===== config.mk =====
export PLATFORM = sky130hd
export DESIGN_NAME = pwm_demod_front
export DESIGN_NICKNAME = d
export VERILOG_FILES = /design/src/rtl/pwm_demod_front.sv
export SDC_FILE = /design/constraint.sdc
export NUM_CORES = 1
export LEC_CHECK = 0
export BUFFER_PORTS_ARGS = -buffer_cell sky130_fd_sc_hd__buf_2
export CORE_MARGIN = 4
export CORE_UTILIZATION = 38
export CTS_CLUSTER_SIZE = 20
export DETAILED_ROUTE_END_ITERATION = 6
export GPL_ROUTABILITY_DRIVEN = 1
export HOLD_SLACK_MARGIN = 0.03
export PLACE_DENSITY = 0.76
export SETUP_SLACK_MARGIN = 0.3
export SLEW_MARGIN = 30
export SYNTH_ARGS = -nofsm -noshare
export SYNTH_HDL_FRONTEND = slang
export SYNTH_SLANG_ARGS = --single-unit

===== constraint.sdc =====
create_clock -name clk -period 1.9 [get_ports clk]
set_input_delay 0.38 -clock clk [delete_from_list [all_inputs] [get_ports clk]]
set_output_delay 0.38 -clock clk [all_outputs]
set_load 0.02 [all_outputs]

===== src/rtl/pwm_demod_front.sv =====
module pwm_demod_front #(
  parameter int CW = 8
) (
  input  logic          clk,
  input  logic          rst_n,
  input  logic          enable,
  input  logic          sig_in,
  input  logic          alt_cnt0_pin,
  input  logic          alt_cnt1_pin,
  input  logic          alt_req_lo_pin,
  input  logic [30:0]   gpio_in,
  input  logic          ack_hi,
  input  logic          ack_lo,
  output logic          t0_gate,
  output logic          t1_gate,
  output logic          req_hi_line,
  output logic          req_lo_line,
  output logic [CW-1:0] hi_width,
  output logic [CW-1:0] lo_width,
  output logic          hi_ovf,
  output logic          lo_ovf,
  output logic          hi_irq,
  output logic          lo_irq,
  output logic [31:0]   gpio_rd
);
  localparam logic [CW-1:0] CMAX = {CW{1'b1}};

  logic s1, lvl, lvl_d;
  logic [CW-1:0] hi_cnt, lo_cnt;
  logic hi_sat, lo_sat;

  wire fall = enable & lvl_d & ~lvl;
  wire rise = enable & ~lvl_d & lvl;

  assign t0_gate     = enable ? lvl  : alt_cnt0_pin;
  assign t1_gate     = enable ? ~lvl : alt_cnt1_pin;
  assign req_hi_line = lvl;
  assign req_lo_line = enable ? ~lvl : alt_req_lo_pin;
  assign gpio_rd     = {lvl, gpio_in};

  always_ff @(posedge clk) begin
    if (!rst_n) begin
      s1 <= 1'b0; lvl <= 1'b0; lvl_d <= 1'b0;
    end else begin
      s1 <= sig_in; lvl <= s1; lvl_d <= lvl;
    end
  end

  always_ff @(posedge clk) begin
    if (!rst_n) begin
      hi_cnt <= '0; hi_sat <= 1'b0; hi_width <= '0; hi_ovf <= 1'b0;
    end else if (enable) begin
      if (fall) begin
        hi_width <= hi_cnt;
        hi_ovf   <= hi_sat;
        hi_cnt   <= '0;
        hi_sat   <= 1'b0;
      end else if (lvl) begin
        if (hi_cnt == CMAX) hi_sat <= 1'b1;
        else                hi_cnt <= hi_cnt + 1'b1;
      end
    end
  end

  always_ff @(posedge clk) begin
    if (!rst_n) begin
      lo_cnt <= '0; lo_sat <= 1'b0; lo_width <= '0; lo_ovf <= 1'b0;
    end else if (enable) begin
      if (rise) begin
        lo_width <= lo_cnt;
        lo_ovf   <= lo_sat;
        lo_cnt   <= '0;
        lo_sat   <= 1'b0;
      end else if (!lvl) begin
        if (lo_cnt == CMAX) lo_sat <= 1'b1;
        else                lo_cnt <= lo_cnt + 1'b1;
      end
    end
  end

  always_ff @(posedge clk) begin
    if (!rst_n) begin
      hi_irq <= 1'b0; lo_irq <= 1'b0;
    end else begin
      hi_irq <= fall | (hi_irq & ~ack_hi);
      lo_irq <= rise | (lo_irq & ~ack_lo);
    end
  end

  assert_gates_split_R3: assert property (@(posedge clk) disable iff (!rst_n)
    enable |-> (t0_gate != t1_gate) && (req_hi_line != req_lo_line));

  assert_sync_delay_R2: assert property (@(posedge clk) disable iff (!rst_n)
    $rose(lvl) |-> $past(s1));

  assert_hi_capture_R7: assert property (@(posedge clk) disable iff (!rst_n)
    fall |=> hi_width == $past(hi_cnt) && hi_cnt == '0);

  assert_lo_capture_R8: assert property (@(posedge clk) disable iff (!rst_n)
    rise |=> lo_width == $past(lo_cnt) && lo_cnt == '0);

  assert_set_wins_R9: assert property (@(posedge clk) disable iff (!rst_n)
    (fall && ack_hi) |=> hi_irq);

  assert_no_wrap_R10: assert property (@(posedge clk) disable iff (!rst_n)
    (enable && lvl && !fall && hi_cnt == CMAX) |=> hi_cnt == CMAX);

  assert_hold_when_off_R11: assert property (@(posedge clk) disable iff (!rst_n)
    !enable |=> $stable(hi_cnt) && $stable(lo_cnt) && $stable(hi_width) && $stable(lo_width));

  assert_no_flag_when_off_R11: assert property (@(posedge clk) disable iff (!rst_n)
    ($rose(hi_irq) || $rose(lo_irq)) |-> $past(enable));
endmodule


==> results.txt <==
Max frequency -> 662 MHz
Fin cells -> 293
Leakage power -> 0.886 nW
Critical Path Source Type -> register
Clk network pwr share -> 37.0%
Worst IR Drop VDD -> 0.404 mV
DR pass1 iterations -> 4
Synth Area in Adders -> 1.26%
CP endpoint kind -> output port
CP arrival -> 1.13 ns
CP max FO -> 8
Core area -> 5110 sq um
Clock skew -> 0.00551 ns
Vias in the first global route -> 1361
Reg2reg setup slack -> 0.47 ns
Switch Pwr -> 0.340 mW
Sequential share of power -> 57.3%
Via/cell ratio -> 4.88
WL/cell -> 11.8 um
Util after Layout -> 40.6%
Fin Setup TNS -> 0 ns
Synthesized area -> 1990 sq um
Finish-stage setup viols -> 0
CTS tree -> done
Largest cells by area after synthesis -> dfxtp_1, buf_4, mux2i_1, a21boi_0, nand2_1
CTS sink count -> 41
Net Count, Synth -> 261
Crit Path Class -> register to output port
Max-cap violations -> 0
Initial antenna violation count -> 0
DRC -> 0
Internal Pwr Total -> 1.19 mW
Fin. max-slew vios -> 0
Reg clk slew, reported paths -> 0.07 ns
Post-synthesis xor/xnor area fraction -> 0.880%
# diodes -> 0
Hold Buf Count CTS -> 0
Final HPWL DP -> 2490 um
Min-Delay Path Class -> primary input to register
Async S/R FF share, synth -> 0%
# IOs -> 96
Largest net degree at the start of global routing -> 24
Final Hold Fails -> 0
Layout Nets -> 265
Clock buffer depth -> 2
Number of port buffers -> 33
Initial DRC Count -> 58
Reg-to-reg startpoint -> hi_cnt[0]
Area grow syn2layout -> 4.27%
Initial core utilization -> 39.0%
Routed Antenna Nets -> 0
R2R depth -> 5
Final period utilization -> 79.5%
Total power -> 1.53 mW
Minimum clock period after layout -> 1.51 ns
Main combinational cell family by area after synthesis -> simple AND/OR/NAND/NOR gates
Root buffer cell -> clkbuf_8
Reg2reg end -> hi_cnt[2]
Cell taking the most area after synthesis -> dfxtp_1
Switch share -> 22.2%
Seq/Total Area, Yosys -> 41.2%
# rows -> 26
Grt total ovfl -> 0
Compound-cell area share of the yosys netlist -> 12.1%
GPL Wtd Cong -> 0.776
Worst-Skew Late Latency -> 0.29 ns
Cells after Synth -> 219
Status -> completed
Die outline height -> 80.4 um
CP Data Required Time -> 1.52 ns
Comb pwr share -> 5.7%
Placed Cells -> 286
Post-synth EDFFs -> 0
Share of the synthesized area in the top cell type -> 41.2%
Die area -> 6460 sq um
First-pass GRT wire length -> 6070 um
All-layer global routing usage -> 12.0%
Die width -> 80.4 um
Mux cell area share after synthesis -> 6.03%
TritonCTS Buffers -> 5
Slew margin rel. -> 73.5%
Syn Area/Cell -> 9.09 sq um
#FFs+latches synth -> 41
Via count -> 1429
Max H-tree Level -> 2
PwrDens -> 739 nW/um^2
Unrepaired setup endpoints after global routing -> false
Share of cells above drive strength 1 -> 23.8%
Simple-Gate Fraction of Synth Area -> 24.0%
Yosys warnings -> 0
Hold endpoint -> s1
Critical hold path startpoint -> sig_in
Library cells used by synthesis -> 43
Ys flop type -> dfxtp_1
Worst Hold Depth -> 2
Least-Margin Pin Slew -> 0.397 ns
Total Routed Length -> 3450 um
stage by stage:
step	setup WS (ns)	area, sq um	hold slack [ns]
global route	0.318	2080	0.302
CTS	0.324	2070	0.287
detailed placement	0.398	1990	0.432
floorplan	0.537	1990	0.412
finish	0.389	2080	0.298
global placement	0.455	1990	0.414
how the worst max path moves through the flow:
stage / startpoint / to / cells past startpoint / slack (ns)
2_1_floorplan: lo_cnt[0] / lo_cnt[6] / 5 / 0.54
6_report: req_hi_line / t1_gate / 3 / 0.39
5_1_grt: req_hi_line / t1_gate / 3 / 0.32
3_5_place_dp: lo_cnt[0] / lo_cnt[1] / 5 / 0.40
4_1_cts: req_hi_line / t0_gate / 3 / 0.32
3_3_place_gp: enable / lo_cnt[7] / 6 / 0.45
synth_stat cells (2+ instances only):
master	number
nand2b_1	6
a31oi_1	2
nand4_1	2
nor2_1	9
nand3_1	8
dfxtp_1	41
a21boi_0	12
clkbuf_1	3
and4_1	4
inv_1	4
a211oi_1	3
mux2i_1	12
a32oi_1	2
nand2_2	2
o21ai_0	6
buf_4	32
a21oi_1	4
xor2_1	2
nor3_1	6
ha_1	2
nand2_1	24
and2_1	3
nor2b_1	10
repair_timing:
| action | 4_1_cts | 5_1_grt |
|---|---|---|
| buffers inserted | 0 | 0 |
| resized for setup | 0 | 4 |
| endpoints found under the setup margin | 0 | 4 |
final cells by class:
class / count / area [sq um]
inverter: 4 / 15.0
fill: 524 / 3030
multi-input combinational: 136 / 882
sequential: 41 / 825
timing repair buffer: 35 / 180
clock buffer: 7 / 86.3
tap: 70 / 87.6
power groups by stage:
stage / Combinational (mW) / Clock (mW) / Sequential (mW)
after CTS: 0.0888 / 0.593 / 0.878
after floorplan: 0.153 / 0 / 0.900
after global placement: 0.0863 / 0 / 0.898
after detailed placement: 0.0883 / 0 / 0.899
final: 0.0871 / 0.567 / 0.880
after global routing: 0.0989 / 0.623 / 0.881
per-layer routing:
layer	track usage [%]	vias up	routed length (um)
met3	4.04	6	269
met5	0	-	0
met4	5.07	0	42
met1	15.3	649	1690
met2	18.3	41	1440
li1	-	733	-
state kept, by name, summed over array words and instances (netlist names):
register,count
hi_cnt,8
hi_irq,1
hi_ovf,1
hi_sat,1
hi_width,8
lo_cnt,8
lo_irq,1
lo_ovf,1
lo_sat,1
lo_width,8
lvl_d,1
req_hi_line,1
s1,1
worst max-delay path, cell delays in order (launching register included):
cell	delay [ns]
dfxtp_2	0.36
or2b_1	0.23
o21ai_0	0.07
buf_2	0.19
logic make-up (layout without fill, tap and decap cells):
group	after synthesis	in the layout
and+or+nand+nor	85	85
DFF	41	41
xor gates and xnor gates	2	2
muxes	12	12
buffers and inverters	42	46
AOI/OAI and AO/OA	35	35
adders and majority gates	2	2
layout by cell type, fill, tap and decap left out, types with 2 or more instances in the layout:
cell type	synthesis	layout
nor2b_1	10	10
inv_1	4	4
a21boi_0	12	12
buf_2	1	33
and2_1	3	3
nor2_1	9	9
ha_1	2	2
a211oi_1	3	3
a21oi_1	4	4
clkbuf_8	0	6
a31oi_1	2	2
buf_4	32	2
a32oi_1	2	2
xor2_1	2	2
nor3_1	6	6
nand2_1	24	24
dfxtp_1	41	38
o21ai_0	6	5
nand2b_1	6	6
and4_1	4	4
nand3_1	8	8
dfxtp_2	0	3
mux2i_1	12	12
nand4_1	2	2
nand2_2	2	2
(Power assumes the default switching activity.)
